===== src/rtl/fdd_wdreg_pkg.sv =====
package fdd_wdreg_pkg;

  localparam int BIT_MOTOR = 0;
  localparam int BIT_EN    = 5;
  localparam int BIT_TRIG  = 6;
  localparam int BIT_REL   = 7;

  // register bits that carry behaviour; bits 4:1 are not kept
  typedef struct packed {
    logic rstRel;
    logic trig;
    logic en;
    logic motor;
  } ctlBits_t;

  // strobes from control decode to datapath
  typedef struct packed {
    logic regWr;
    logic fwdWr;
    logic startWd;
    logic cancelWd;
    logic clrIrq;
    logic holdRst;
  } ctlStrobe_t;

endpackage


===== src/rtl/fdd_wdreg_ctrl.sv =====
module fdd_wdreg_ctrl
  import fdd_wdreg_pkg::*;
#(
  parameter int ADDR_W   = 3,
  parameter int REG_ADDR = 2,
  parameter int IGN_A    = 4,
  parameter int IGN_B    = 7
) (
  input  logic              wrEn,
  input  logic [ADDR_W-1:0] wrAddr,
  input  logic [2:0]        newBits,   // {release, trigger, enable}
  input  logic              prevTrig,
  output ctlStrobe_t        strobe
);

  localparam logic [ADDR_W-1:0] REG_A = ADDR_W'(REG_ADDR);
  localparam logic [ADDR_W-1:0] IG_A  = ADDR_W'(IGN_A);
  localparam logic [ADDR_W-1:0] IG_B  = ADDR_W'(IGN_B);

  logic hitReg;
  logic hitIgn;
  logic newRel;
  logic newTrig;
  logic newEn;

  assign {newRel, newTrig, newEn} = newBits;
  assign hitReg = wrEn && (wrAddr == REG_A);
  assign hitIgn = (wrAddr == IG_A) || (wrAddr == IG_B);

  always_comb begin
    strobe          = '0;
    strobe.regWr    = hitReg;
    strobe.fwdWr    = wrEn && !hitIgn && (wrAddr != REG_A);
    strobe.cancelWd = hitReg && !newEn;
    strobe.startWd  = hitReg && newEn && !newTrig && prevTrig;
    strobe.clrIrq   = hitReg && (!newEn || !newRel);
    strobe.holdRst  = hitReg && !newRel;
  end

endmodule


===== src/rtl/fdd_wdreg_dp.sv =====
module fdd_wdreg_dp
  import fdd_wdreg_pkg::*;
#(
  parameter int ADDR_W      = 3,
  parameter int DATA_W      = 8,
  parameter int TIMEOUT_CYC = 300_000_000
) (
  input  logic              clk,
  input  logic              rstN,
  input  ctlStrobe_t        strobe,
  input  logic [ADDR_W-1:0] wrAddr,
  input  logic [DATA_W-1:0] wrData,
  output ctlBits_t          ctlQ,
  output logic              readyQ,
  output logic              tcClrQ,
  output logic              irqQ,
  output logic              fwdWrQ,
  output logic [ADDR_W-1:0] fwdAddrQ,
  output logic [DATA_W-1:0] fwdDataQ
);

  localparam int CNT_W = $clog2(TIMEOUT_CYC + 1);
  localparam logic [CNT_W-1:0] CNT_LOAD = CNT_W'(TIMEOUT_CYC);
  localparam logic [CNT_W-1:0] CNT_ONE  = CNT_W'(1);

  logic [CNT_W-1:0] cntQ;
  logic             runQ;
  logic             expire;

  assign expire = runQ && (cntQ == CNT_ONE) && !strobe.startWd && !strobe.cancelWd;

  // register and strobe outputs
  always_ff @(posedge clk or negedge rstN) begin
    if (!rstN) begin
      ctlQ     <= '0;
      readyQ   <= 1'b0;
      tcClrQ   <= 1'b0;
      fwdWrQ   <= 1'b0;
      fwdAddrQ <= '0;
      fwdDataQ <= '0;
    end else begin
      readyQ <= strobe.regWr && strobe.holdRst;
      tcClrQ <= strobe.regWr && !strobe.holdRst;
      fwdWrQ <= strobe.fwdWr;
      if (strobe.fwdWr) begin
        fwdAddrQ <= wrAddr;
        fwdDataQ <= wrData;
      end
      if (strobe.regWr) begin
        ctlQ.rstRel <= wrData[BIT_REL];
        ctlQ.trig   <= wrData[BIT_TRIG];
        ctlQ.en     <= wrData[BIT_EN];
        ctlQ.motor  <= wrData[BIT_MOTOR];
      end
    end
  end

  // watchdog countdown
  always_ff @(posedge clk or negedge rstN) begin
    if (!rstN) begin
      cntQ <= '0;
      runQ <= 1'b0;
    end else if (strobe.cancelWd) begin
      runQ <= 1'b0;
      cntQ <= '0;
    end else if (strobe.startWd) begin
      runQ <= 1'b1;
      cntQ <= CNT_LOAD;
    end else if (runQ) begin
      if (cntQ == CNT_ONE) begin
        runQ <= 1'b0;
        cntQ <= '0;
      end else begin
        cntQ <= cntQ - CNT_ONE;
      end
    end
  end

  // timeout interrupt, gated by the enable currently stored
  always_ff @(posedge clk or negedge rstN) begin
    if (!rstN) begin
      irqQ <= 1'b0;
    end else if (strobe.clrIrq) begin
      irqQ <= 1'b0;
    end else if (expire) begin
      irqQ <= ctlQ.en;
    end
  end

endmodule


===== src/rtl/fdd_wdreg.sv =====
module fdd_wdreg
  import fdd_wdreg_pkg::*;
#(
  parameter int ADDR_W      = 3,
  parameter int DATA_W      = 8,
  parameter int REG_ADDR    = 2,
  parameter int IGN_A       = 4,
  parameter int IGN_B       = 7,
  parameter int TIMEOUT_CYC = 300_000_000
) (
  input  logic              clk,
  input  logic              rstN,
  input  logic              wrEn,
  input  logic [ADDR_W-1:0] wrAddr,
  input  logic [DATA_W-1:0] wrData,
  output logic              motorOn,
  output logic              coreReset,
  output logic              coreReady,
  output logic              tcClear,
  output logic              wdIrq,
  output logic              fwdWr,
  output logic [ADDR_W-1:0] fwdAddr,
  output logic [DATA_W-1:0] fwdData
);

  ctlStrobe_t strobe;
  ctlBits_t   ctlQ;

  fdd_wdreg_ctrl #(
    .ADDR_W  (ADDR_W),
    .REG_ADDR(REG_ADDR),
    .IGN_A   (IGN_A),
    .IGN_B   (IGN_B)
  ) u_ctrl (
    .wrEn    (wrEn),
    .wrAddr  (wrAddr),
    .newBits ({wrData[BIT_REL], wrData[BIT_TRIG], wrData[BIT_EN]}),
    .prevTrig(ctlQ.trig),
    .strobe  (strobe)
  );

  fdd_wdreg_dp #(
    .ADDR_W     (ADDR_W),
    .DATA_W     (DATA_W),
    .TIMEOUT_CYC(TIMEOUT_CYC)
  ) u_dp (
    .clk     (clk),
    .rstN    (rstN),
    .strobe  (strobe),
    .wrAddr  (wrAddr),
    .wrData  (wrData),
    .ctlQ    (ctlQ),
    .readyQ  (coreReady),
    .tcClrQ  (tcClear),
    .irqQ    (wdIrq),
    .fwdWrQ  (fwdWr),
    .fwdAddrQ(fwdAddr),
    .fwdDataQ(fwdData)
  );

  assign motorOn   = ctlQ.motor;
  assign coreReset = !ctlQ.rstRel;

endmodule


===== config.mk =====
export PLATFORM = sky130hd
export DESIGN_NAME = fdd_wdreg
export DESIGN_NICKNAME = d
export VERILOG_FILES = /design/src/rtl/fdd_wdreg_pkg.sv /design/src/rtl/fdd_wdreg_ctrl.sv /design/src/rtl/fdd_wdreg_dp.sv /design/src/rtl/fdd_wdreg.sv
export SDC_FILE = /design/constraint.sdc
export NUM_CORES = 1
export LEC_CHECK = 0
export BUFFER_PORTS_ARGS = -buffer_cell sky130_fd_sc_hd__buf_2
export CORE_ASPECT_RATIO = 1.75
export CORE_MARGIN = 2
export CORE_UTILIZATION = 30
export DETAILED_ROUTE_END_ITERATION = 7
export MAX_ROUTING_LAYER = met4
export PLACE_DENSITY = 0.46
export SYNTH_ARGS = -nofsm -noshare
export SYNTH_HDL_FRONTEND = slang
export SYNTH_SLANG_ARGS = --single-unit

===== constraint.sdc =====
create_clock -name clk -period 3 [get_ports clk]
set_input_delay 0.6 -clock clk [delete_from_list [all_inputs] [get_ports clk]]
set_output_delay 0.6 -clock clk [all_outputs]
set_load 0.01 [all_outputs]

## Word level (Yosys, flattened, before mapping)

Cells that the tools add are included.

- Register bits after elaboration: 49
- Input port bits: 14
- Output and inout bits: 17
- Logic and storage cells: 54

- $add $sub $neg: 1
- Equal/unequal tests: 5
- Mux-type cells: 10
- Reductions and logical operators: 26

Operators with widths:

| cell | count |
|---|---|
| 2-to-1 mux 29 bit | 4 |
| == test 29 x 1 -> 1 bit (second input constant) | 1 |
| subtractor 29 x 1 -> 29 bit (second input constant) | 1 |
| logical AND 1 bit | 14 |
| zero test 1 bit | 8 |
| == test 3 bit (second input constant) | 2 |
| 2-to-1 mux 1 bit | 6 |
| == test 3 x 2 -> 1 bit (second input constant) | 1 |
| inequality test 3 x 2 -> 1 bit (second input constant) | 1 |
| nonzero test 3 bit | 1 |
| logical OR 1 bit | 2 |
| nonzero test 2 bit | 1 |

## Depth between registers and ports, before layout

Gate-level depths: netlist of run 1.

- Word-level depth: 10
- Gate-level depth with buffers: 8
- Gate-level depth less buffers: 7

## By module

Synthesis of run 1 repeated with hierarchy kept, for this count alone.

- Cell total of the unflattened synthesis: 265
- Area total of the unflattened synthesis: 2627.5 um^2

By module, submodules not included:

| module | times used | cells an instance | area each (um^2) | seq. area each (um^2) |
|---|---|---|---|---|
| fdd_wdreg_dp | 1 | 252 | 2531.2 | 1226.2 |
| fdd_wdreg_ctrl | 1 | 12 | 92.6 | 0.0 |
| fdd_wdreg | 1 | 1 | 3.8 | 0.0 |

## Least setup slack after synthesis of run 1

Ideal clock, no wire load.

- Path kind: register to register
- Start: register u_dp.cntQ[16]
- End: register u_dp.cntQ[27]
- Library setup time: 79 ps
- Data arrival time: 2242 ps
- Data required time: 2921 ps
- Setup slack: 678 ps
- Stages on the path, launching flop included: 6
- Path buffers: 0
- Period minus slack after synthesis: 2322 ps
- Cells stage by stage: dfrtp_1 -> or4_4 -> or4_4 -> or4_1 -> nand3b_1 -> mux2i_1

- Cells in the longest elaborated chain, start to end: 5
- Elaborated cells on any way between the ends: 6
- Classes of those cells: 1 x add/sub; 1 x eq/ne; 4 x mux

Ends and longest elaborated chain:

| item | RTL line | RTL |
|---|---|---|
| start: declaration | fdd_wdreg_dp.sv:26 | `logic [CNT_W-1:0] cntQ;` |
| start signal: assignment | fdd_wdreg_dp.sv:74 | `cntQ <= cntQ - CNT_ONE;` |
| subtractor 29 x 1 -> 29 bit or == test 29 x 1 -> 1 bit (tied branches) | fdd_wdreg_dp.sv:74, fdd_wdreg_dp.sv:70 |  |
| 2-to-1 mux 29 bit (*) | fdd_wdreg_dp.sv:70 | `if (cntQ == CNT_ONE) begin` |
| 2-to-1 mux 29 bit (*) | fdd_wdreg_dp.sv:69 | `end else if (runQ) begin` |
| 2-to-1 mux 29 bit (*) | fdd_wdreg_dp.sv:66 | `end else if (strobe.startWd) begin` |
| 2-to-1 mux 29 bit (*) | fdd_wdreg_dp.sv:63 | `end else if (strobe.cancelWd) begin` |

Mark *: on every way between the ends. The rest lies on a longest branch, timed or not. The select of a mux whose other input is x is not followed.
A chain may end at the register's enable or synchronous reset.

## Worst setup path after layout of run 1

Same ends and word-level chain as after synthesis.

==> metrics.md, run 1 <==
| Metric | Value |
|---|---|
| Fin. max-slew vios | 0 |
| Layout cells sized above 1 | 0.2071 |
| Clock-pin slew on the worst setup and hold paths | 0.07 ns |
| Worst Path Class, Setup | reg -> reg |
| Main synth FF type | dfrtp_1 |
| CTS Buf Count | 5 |
| Clk pwr share | 0.260 |
| Post-Synthesis Net Count | approximately 280 |
| Final Cycle Share | 0.8101 |
| Most used cell, CP | or4_4 |
| # nets final | 324 |
| Starting DRC count in detailed routing | 71 |
| Skew-Pair Late Insertion Delay | a little under 0.3 ns |
| Routed Antenna Nets | 0 |
| Crit-path slowest cell | or4_4 |
| Vias in the first global route | 2351 |
| Inserted Diodes | 0 |
| Sequential element share of the synthesized area | 0.4900 |
| Unique masters post-synth | 51 |
| Worst stage delay on the critical path | just under 0.6 ns |
| CTS Hold Bufs | 0 |
| CP arrival | between 2 and 3 ns |
| Port buffer count | 30 |
| Routability congestion estimate | 0.8187 |
| Cell Area, Synth | 2502 µm² |
| Worst hold margin | between 0.2 and 0.25 ns |
| Drt wl/cell | between 15 and 20 µm |
| Boundary pin count | 31 |
| Setup_tns | 0 ns |
| Comb pwr share | 0.327 |
| Synthesis-stage register bit count | 49 |
| Worst setup EP type | flop |
| Post-route cell area | slightly above 3000 µm² |
| Crit path launch type | flop |
| Instance count of the mapped netlist | roughly 260 |
| Min Tclk post-route | 2.430 ns |
| Core region area | around 8200 µm² |
| Reg power frac | 0.413 |
| F_max | slightly above 400 MHz |
| Die Area | a little over 9000 µm² |
| MaxCap Viol Count | 0 |
| Fraction of power spent switching nets | 0.3633 |
| Initial antenna violation count | 0 |
| Synth warnings | 0 |
| Filler instances | approximately 830 |
| Via density | ~5.6 |
| Final WL | 7.152 mm |
| Hold crit path type | in -> async |
| Largest net degree at the start of global routing | 34 |
| Detailed-route via count | between 2k and 2.5k |
| GRT Util Overall | 0.1716 |
| Dpl hpwl | 5.250 mm |
| Worst Path Required | between 3 and 4 ns |
| Unrepaired setup endpoints after global routing | false |
| FF/Latch Area | 1226 µm² |
| Post-CTS Setup Bufs | 0 |
| CTS H-tree lvls | 2 |
| Num rows | 44 |
| Clock Path Buffers | 2 |
| Die X | between 70 and 80 µm |
| Int Pwr | ~1.4 mW |
| Crit-path max FO | 5 |
| First-pass GRT wire length | between 10 and 15 mm |
| DRC | 0 |
| Final core occ | 0.3697 |
| NetSw | 0.8189 mW |
| Worst slew margin | 0.3009 |
| CTS resizes | 0 |
| Starting density of the core | 0.3051 |
| Die Ht | approximately 120 µm |
| Final hold violation count | 0 |
| CP cell instances | or4_4 -> or4_4 -> or4_1 -> nand3b_1 -> mux2i_1 |
| Dpl cell area | ~2900 µm² |
| Total grt overflow | 0 |
| Setup violators final | 0 |
| Dpl cells | 393 |
| CTS sink cnt | a little under 50 |
| Syn_area_per_cell | 9.515 µm² |
| Number of synthesized flops with an enable pin | 0 |
| Area of the multi-input gates | around 1200 µm² |
| Async set-reset flop share out of synthesis | 1.000 |
| CTS tree | yes |
| Layout Cells excl Fill | between 400 and 500 |
| CTS Root Cell | clkbuf_16 |
| Pleak | roughly 1.3 nW |
| Area delta synth->final | 21.20% |
| Max IR drop VDD | 0.3215 mV |
| First-pass iteration count of the detailed router | 4 |
| Worst-margin pin slew | ~1.0 ns |
| Setup Skew | about 0.0035 ns |
| Status | completed |
| Power Dens Cells | 743.3 nW/µm² |
-- power by group through the flow --
stage,Combinational [mW],Sequential [mW],Clock (mW)
after floorplan,0.449,0.918,0
after global placement,0.739,0.936,0
after detailed placement,0.736,0.941,0
after CTS,0.741,0.929,0.616
after global routing,0.824,0.951,0.634
final,0.737,0.932,0.586
-- cell type report --
| type | count | share of cell area |
|---|---|---|
| Tap cell | 92 | 0.03795 |
| Sequential cell | 49 | 0.4043 |
| Multi-Input combinational cell | 192 | 0.3960 |
| Inverter | 10 | 0.01238 |
| Clock inverter | 2 | 0.004538 |
| Clock buffer | 6 | 0.04579 |
| Timing Repair Buffer | 50 | 0.09901 |
-- registers in the layout, summed over array words and instances, names as in the netlist --
name / flops
u_dp.fwdAddrQ: 3
u_dp.cntQ: 29
u_dp.fwdWrQ: 1
u_dp.tcClrQ: 1
u_dp.ctlQ: 4
u_dp.runQ: 1
u_dp.irqQ: 1
u_dp.readyQ: 1
u_dp.fwdDataQ: 8
-- cell families after synthesis --
kind of cell | synth area share
AND/OR/NAND/NOR | 0.2190
AO/OA/AOI/OAI | 0.1940
flip-flops | 0.4900
buffers and inverters | 0.03450
multiplexers | 0.04900
adder cells (fa/ha/maj) | 0.009998
XOR/XNOR | 0.003501
-- metrics by stage --
step	power [mW]	setup WS, ns
2_1_floorplan	1.367	0.6783
3_3_place_gp	1.675	0.6178
3_5_place_dp	1.677	0.5780
4_1_cts	2.286	0.5758
5_1_grt	2.409	0.3539
6_report	2.254	0.5698
-- critical path, delay by kind of cell (launching register included) --
family	cells	cell delay, ns
DFF	1	0.40
and+or+nand+nor	4	1.82
muxes	1	0.13
-- layout by cell type, fill, tap and decap left out, types with 2 or more instances in the layout --
| cell type | Yosys | layout |
|---|---|---|
| a21oi_1 | 20 | 20 |
| a31oi_1 | 17 | 17 |
| a41oi_1 | 2 | 2 |
| and2_1 | 2 | 2 |
| and4_1 | 3 | 3 |
| buf_2 | 3 | 30 |
| buf_4 | 0 | 20 |
| clkbuf_16 | 0 | 5 |
| dfrtp_1 | 49 | 49 |
| ha_1 | 2 | 2 |
| inv_1 | 10 | 10 |
| mux2_1 | 10 | 10 |
| nand2_1 | 28 | 28 |
| nand2b_1 | 4 | 4 |
| nand3_1 | 9 | 9 |
| nand3b_1 | 2 | 2 |
| nand4_1 | 4 | 4 |
| nor2_1 | 18 | 18 |
| nor3_1 | 7 | 7 |
| nor3b_1 | 3 | 3 |
| nor4_1 | 4 | 4 |
| o21ai_0 | 4 | 4 |
| o21ai_1 | 10 | 10 |
| o22ai_1 | 5 | 5 |
| o2bb2ai_1 | 3 | 3 |
| o311ai_1 | 2 | 2 |
| o31ai_1 | 2 | 2 |
| or3_1 | 3 | 3 |
| or4_1 | 3 | 3 |
| or4_4 | 2 | 2 |
-- synth_stat cells, drive strengths merged, types with 2 or more instances --
master	instances	area, µm²
buf	3	15.01
o311ai	2	17.52
nand4	4	25.02
o31ai	2	15.01
and4	3	26.28
o2bb2ai	3	26.28
clkbuf	9	33.78
a21oi	20	100.1
a31o	2	17.52
dfrtp	49	1226
a31oi	17	106.4
nor4	5	37.53
mux2	10	112.6
or4	5	45.04
or3	3	18.77
and2	2	12.51
ha	2	25.02
nand2b	4	25.02
a311oi	2	17.52
nor2	18	67.56
nand3b	2	15.01
nand3	9	45.04
nor3	7	35.03
nand2	28	105.1
o22ai	5	31.28
a41oi	2	17.52
inv	10	37.54
o21ai	14	70.07
nor3b	3	22.52
-- worst paths after layout --
path                                    start          endpoint  slack (ns)  cells past startpoint
worst max-delay path            u_dp.cntQ[16]     u_dp.cntQ[27]        0.57                      5
worst min register to register   u_dp.ctlQ[2]      u_dp.ctlQ[2]        0.48                      2
worst max register to register  u_dp.cntQ[16]     u_dp.cntQ[27]        0.57                      5
worst min-delay path                     rstN     u_dp.cntQ[22]        0.23                      1
min in group clk                 u_dp.ctlQ[2]      u_dp.ctlQ[2]        0.48                      2
max in group asynchronous                rstN  u_dp.fwdDataQ[2]        1.97                      2
-- routing by layer --
metal,vias up,global-route usage,share of wire
met3,14,0.03074,0.035
li1,1075,-,-
met2,42,0.2968,0.54
met4,0,0.08279,0.033
met5,-,-,0
met1,1103,0.1816,0.39
(Power assumes the default switching activity.)
==> run 2: changes to the inputs <==
--- a/config.mk
+++ b/config.mk
@@ -5,13 +5,14 @@
 export SDC_FILE = /design/constraint.sdc
 export NUM_CORES = 1
 export LEC_CHECK = 0
+export ABC_AREA = 1
 export BUFFER_PORTS_ARGS = -buffer_cell sky130_fd_sc_hd__buf_2
 export CORE_ASPECT_RATIO = 1.75
 export CORE_MARGIN = 2
 export CORE_UTILIZATION = 30
 export DETAILED_ROUTE_END_ITERATION = 7
 export MAX_ROUTING_LAYER = met4
-export PLACE_DENSITY = 0.46
+export PLACE_DENSITY = 0.47
 export SYNTH_ARGS = -nofsm -noshare
 export SYNTH_HDL_FRONTEND = slang
 export SYNTH_SLANG_ARGS = --single-unit
==> constraint.sdc (replaced) <==
create_clock -name clk -period 2 [get_ports clk]
set_input_delay 0.4 -clock clk [delete_from_list [all_inputs] [get_ports clk]]
set_output_delay 0.4 -clock clk [all_outputs]
set_load 0.01 [all_outputs]
==> metrics.md, run 2 <==
| Metric | Value |
|---|---|
| DRC | 0 |
| Detailed-route via count | approximately 2.7k |
| Worst Path Class, Setup | reg -> reg |
| Dpl hpwl | about 6.2 mm |
| Post-CTS Setup Bufs | 0 |
| M2 GR Usage | 0.3103 |
| Main synth FF type | dfrtp_1 |
| Drt wl/cell | around 14 µm |
| CTS sink cnt | 49 |
| Post-Synthesis Net Count | ~420 |
| Setup Skew | 0.004297 ns |
| Largest net degree at the start of global routing | 36 |
| Worst slew margin | 0.7032 |
| Top Registers | u_dp.cntQ (29), u_dp.fwdDataQ (8), u_dp.ctlQ (4) |
| Count leader, synth | nand2_1 |
| Cell Area, Synth | ~2900 µm² |
| Total grt overflow | 0 |
| Async set-reset flop share out of synthesis | 1.000 |
| Commonest non-fill, non-tap cell in the layout | nand2_1 |
| Vias in the first global route | approximately 2.7k |
| Final Cycle Share | 0.9294 |
| Synth warnings | 0 |
| Crit path launch type | flop |
| Die X | between 70 and 80 µm |
| CTS resizes | 0 |
| CTS Root Cell | clkbuf_16 |
| Unrepaired setup endpoints after global routing | false |
| Sequential element share of the synthesized area | 0.4252 |
| Routed Antenna Nets | 0 |
| CTS tree | yes |
| Routability congestion estimate | approximately 0.89 |
| GRT Util Overall | 0.1672 |
| Boundary pin count | 31 |
| Worst setup EP type | flop |
| Die Ht | ~130 µm |
| Clock-pin slew on the worst setup and hold paths | approximately 0.070 ns |
| Num rows | 47 |
| Starting DRC count in detailed routing | 97 |
| Initial antenna violation count | 0 |
| Crit-path slowest cell | dfrtp_1 |
| Largest register FFs | 29 |
| Final core occ | 0.3617 |
| Setup violators final | 0 |
| Core region area | around 9400 µm² |
| GR met3 Demand/Resource | 0.02033 |
| Commonest non-fill, non-tap cells in the layout | nand2_1 (143), nor2_1 (56), dfrtp_1 (49) |
| CTS Buf Count | 5 |
| # nets final | ~460 |
| Number of synthesized flops with an enable pin | 0 |
| Hold crit path type | in -> async |
| Synthesis-stage register bit count | 49 |
| Starting density of the core | 0.3065 |
| Final hold violation count | 0 |
| Instance count of the mapped netlist | roughly 400 |
| Grt peak-use layer | met2 |
| Most frequent cells after synthesis | nand2_1 (144), nor2_1 (56), dfrtp_1 (49) |
| Fin. max-slew vios | 0 |
| Min Tclk post-route | about 1.9 ns |
| Setup_tns | 0 ns |
| First-pass iteration count of the detailed router | 5 |
| Die Area | 10440 µm² |
| Pleak | between 1.5 and 2 nW |
| Port buffer count | 30 |
| Syn_area_per_cell | about 7 µm² |
| Layout cells sized above 1 | 0.1830 |
| CP cell instances | nor2_1 -> nand2_1 -> nor2_1 -> nand2_1 -> nor2_2 -> a21o_1 -> nand3_1 -> nand2_1 |
| Biggest register | u_dp.cntQ |
| MaxCap Viol Count | 0 |
| Top post-synthesis cells by area | dfrtp_1 (43%), nand2_1 (19%), nor2_1 (7.3%) |
| Most used cell, CP | nand2_1 |
| Reg-to-reg startpoint | u_dp.cntQ[5] |
| Via density | 4.739 |
| Met1 Use GR | 0.1713 |
| Skew-Pair Late Insertion Delay | approximately 0.30 ns |
| Area delta synth->final | 18.00% |
| F_max | approximately 540 MHz |
| Final WL | just under 8 mm |
| Worst-margin pin slew | between 0.4 and 0.5 ns |
| Final worst setup slack | ~0.14 ns |
| CTS H-tree lvls | 2 |
| Synth top area share | 0.4252 |
| Unique masters post-synth | 30 |
| Max IR drop VDD | approximately 0.62 mV |
| Worst Setup SP | u_dp.cntQ[5] |
| Inserted Diodes | 0 |
| CTS Hold Bufs | 0 |
| Status | completed |
| Power Dens Cells | approximately 1500 nW/µm² |
| CP arrival | approximately 2.1 ns |
| Crit-path max FO | 4 |
| Worst stage delay on the critical path | between 0.4 and 0.5 ns |
| Worst Path Required | 2.24 ns |
| Dominant cell type by area after synthesis | dfrtp_1 |
| Pre-CTS WS | ~0.09 ns |
| Clock Path Buffers | 2 |
| First-pass GRT wire length | 13.15 mm |
-- run 2: path summary, 6_finish.rpt --
path	endpoint	slack, ns	depth (start not counted)
worst max-delay path	u_dp.cntQ[25]	0.14	8
worst min-delay path	u_dp.cntQ[22]	0.03	1
worst max register to register	u_dp.cntQ[25]	0.14	8
worst min register to register	u_dp.fwdDataQ[6]	0.48	2
max in group asynchronous	u_dp.fwdAddrQ[0]	1.43	2
min in group clk	u_dp.fwdDataQ[4]	0.29	3
-- run 2: cells by family (layout without fill, tap and decap cells) --
kind of cell / Yosys count / in the layout / synth area share
XOR/XNOR: 11 / 11 / 0.03341
AND/OR/NAND/NOR: 266 / 266 / 0.4100
AO/OA/AOI/OAI: 27 / 27 / 0.05336
buffers and inverters: 48 / 93 / 0.06941
flip-flops: 49 / 49 / 0.4252
adder cells (fa/ha/maj): 2 / 2 / 0.008675
-- run 2: critical path, delay by kind of cell, from the launching register on --
kind               cells  cell delay [ns]
and+or+nand+nor        7             1.21
DFF                    1             0.43
AOI/OAI and AO/OA      1             0.16
-- run 2: power by group --
group	internal (mW)	switching [mW]	leakage (nW)
clock	0.474	0.425	0.0708
sequential	1.27	0.299	0.633
combinational	0.828	1.64	1.20
total	2.57	2.37	1.90
-- run 2: per-layer routing --
| layer | part of all wire | routed length, µm |
|---|---|---|
| met1 | 0.38 | 3047 |
| met5 | 0 | 0 |
| met2 | 0.55 | 4367 |
| met4 | 0.037 | 298 |
| met3 | 0.031 | 243 |
-- run 2: stage by stage --
| stage | hold slack, ns | cell area (µm²) | power [mW] | cells |
|---|---|---|---|---|
| 6_report | 0.02927 | 3403 | 4.940 | 570 |
| 5_1_grt | 0.05438 | 3403 | 5.363 | 570 |
| 4_1_cts | 0.04147 | 3401 | 4.974 | 570 |
| 3_5_place_dp | 0.3663 | 3251 | 4.057 | 562 |
| 3_3_place_gp | 0.3670 | 3251 | 4.054 | 562 |
| 2_1_floorplan | 0.1044 | 2884 | 3.321 | 403 |
-- run 2: final cells by class --
type                            instances  area [µm²]
Fill cell                            1019        6006
Clock buffer                            5       125.1
Multi-Input combinational cell        306        1460
Timing Repair Buffer                   42       252.7
Inverter                               43       161.4
Tap cell                              122       152.6
Clock inverter                          3       25.02
Sequential cell                        49        1226
==> run 3: changes to the inputs <==
--- a/config.mk
+++ b/config.mk
@@ -9,10 +9,10 @@
 export BUFFER_PORTS_ARGS = -buffer_cell sky130_fd_sc_hd__buf_2
 export CORE_ASPECT_RATIO = 1.75
 export CORE_MARGIN = 2
-export CORE_UTILIZATION = 30
+export CORE_UTILIZATION = 53
 export DETAILED_ROUTE_END_ITERATION = 7
 export MAX_ROUTING_LAYER = met4
-export PLACE_DENSITY = 0.47
+export PLACE_DENSITY = 0.75
 export SYNTH_ARGS = -nofsm -noshare
 export SYNTH_HDL_FRONTEND = slang
 export SYNTH_SLANG_ARGS = --single-unit
==> metrics.md, run 3 (same netlist as run 2, synthesis figures left out) <==
| Metric | Value |
|---|---|
| Status | completed |
| First-pass iteration count of the detailed router | 5 |
| CTS sink cnt | between 40 and 50 |
| Post-CTS Setup Bufs | 0 |
| WP depth | 8 |
| Die Area | between 6000 and 7000 µm² |
| Pre-CTS WS | between 0.2 and 0.25 ns |
| Final worst setup slack | between 0.15 and 0.2 ns |
| MaxCap Viol Count | 0 |
| Starting DRC count in detailed routing | 76 |
| Routability congestion estimate | roughly 0.94 |
| Filler instances | 497 |
| Commonest non-fill, non-tap cell in the layout | nand2_1 |
| Setup_tns | 0 ns |
| Design Power | 4.563 mW |
| Crit-path max FO | 6 |
| Num rows | 35 |
| CTS Hold Bufs | 0 |
| Crit-path leading delay family | simple AND/OR/NAND/NOR gates |
| CTS tree | yes |
| GRT Util Overall | 0.2632 |
| Worst Path Class, Setup | reg -> reg |
| DRC | 0 |
| Die X | between 50 and 60 µm |
| Worst slew margin | 0.6829 |
| Worst Path Required | approximately 2.2 ns |
| Vias in the first global route | approximately 2.7k |
| CP cell instances | nor2_2 -> nand2_2 -> nor3_1 -> nand2_1 -> nor2_2 -> a21oi_2 -> inv_1 -> a21oi_1 |
| Setup violators final | 0 |
| Detailed-route via count | ~2.7k |
| Skew-Pair Late Insertion Delay | a little over 0.3 ns |
| Area delta synth->final | 11.45% |
| Hold crit path type | in -> async |
| CP bufs+invs | 1 |
| Largest net degree at the start of global routing | 32 |
| Pleak | approximately 1.8 nW |
| CTS H-tree lvls | 2 |
| CTS Root Cell | clkbuf_8 |
| Area of the multi-input gates | approximately 1500 µm² |
| Largest register FFs | 29 |
| Die Ht | roughly 100 µm |
| Final WL | 6.870 mm |
| Power Dens Cells | 1420 nW/µm² |
| CTS Buf Count | 5 |
| Drt wl/cell | between 10 and 15 µm |
| Most used cell, CP | nor2_2 |
| Inserted Diodes | 0 |
| Commonest non-fill, non-tap cells in the layout | nand2_1 (144), nor2_1 (56), dfrtp_1 (49) |
| # nets final | 456 |
| Final hold violation count | 0 |
| Setup Skew | about 0.0035 ns |
| Worst stage delay on the critical path | ~0.47 ns |
| Worst setup EP type | flop |
| Layout cells sized above 1 | 0.1678 |
| First-pass GRT wire length | between 10 and 15 mm |
| F_max | 551.3 MHz |
| Core region area | roughly 5300 µm² |
| Worst-margin pin slew | 0.4721 ns |
| Unrepaired setup endpoints after global routing | false |
| Crit-path slowest cell | dfrtp_1 |
| Clock Path Buffers | 2 |
| Boundary pin count | 31 |
| CP arrival | roughly 2 ns |
| FF/Latch Area | around 1200 µm² |
| Fin. max-slew vios | 0 |
| Top Registers | u_dp.cntQ (29), u_dp.fwdDataQ (8), u_dp.ctlQ (4) |
| Clock-pin slew on the worst setup and hold paths | around 0.1 ns |
| Initial antenna violation count | 0 |
| Worst-case reg-to-reg path depth | 8 |
| Via density | around 5.4 |
| Port buffer count | 30 |
| Dpl hpwl | 5.337 mm |
| Total grt overflow | 0 |
| Crit path launch type | flop |
| Min Tclk post-route | roughly 1.8 ns |
| CTS resizes | 0 |
| Final Cycle Share | 0.9069 |
| Max IR drop VDD | 0.7114 mV |
| Biggest register | u_dp.cntQ |
| Starting density of the core | 0.5488 |
| Routed Antenna Nets | 0 |
-- run 3: per-layer routing --
layer  track usage  routed length [µm]
met5             -                   0
met4        0.1145                 286
met3       0.04215                 321
met2        0.4724                3765
met1        0.2715                2496
-- run 3: layout make-up --
class / instances / share of cell area
clock buffers: 6 / 0.02569
clock inverters: 2 / 0.005450
well taps: 55 / 0.02141
flip-flops and latches: 49 / 0.3815
inverters: 43 / 0.05021
repair buffers: 35 / 0.06228
multi-input cells: 306 / 0.4535
-- run 3: where the power goes --
group / internal (mW) / total (mW) / switching [mW]
combinational: 0.763 / 2.30 / 1.54
sequential: 1.27 / 1.60 / 0.330
clock: 0.288 / 0.664 / 0.376
total: 2.32 / 4.56 / 2.24
-- run 3: worst paths after layout --
kind / start / end / slack, ns
worst min-delay path: rstN / u_dp.cntQ[6] / 0.02
worst max register to register: u_dp.cntQ[7] / u_dp.cntQ[11] / 0.19
min in group clk: wrData[2] / u_dp.fwdDataQ[2] / 0.27
max in group asynchronous: rstN / u_dp.readyQ / 1.46
worst max-delay path: u_dp.cntQ[7] / u_dp.cntQ[11] / 0.19
worst min register to register: u_dp.fwdDataQ[2] / u_dp.fwdDataQ[2] / 0.49
-- run 3: stage by stage --
| stage | hold slack (ns) | area, µm² | std cells | utilization |
|---|---|---|---|---|
| final | 0.02454 | 3214 | 496 | 0.6117 |
| after global routing | 0.06189 | 3214 | 496 | 0.6117 |
| after CTS | 0.05304 | 3214 | 496 | 0.6117 |
| after detailed placement | 0.3872 | 3114 | 488 | 0.5926 |
| after global placement | 0.3782 | 3114 | 488 | 0.5926 |
| after floorplan | 0.1044 | 2884 | 403 | - |
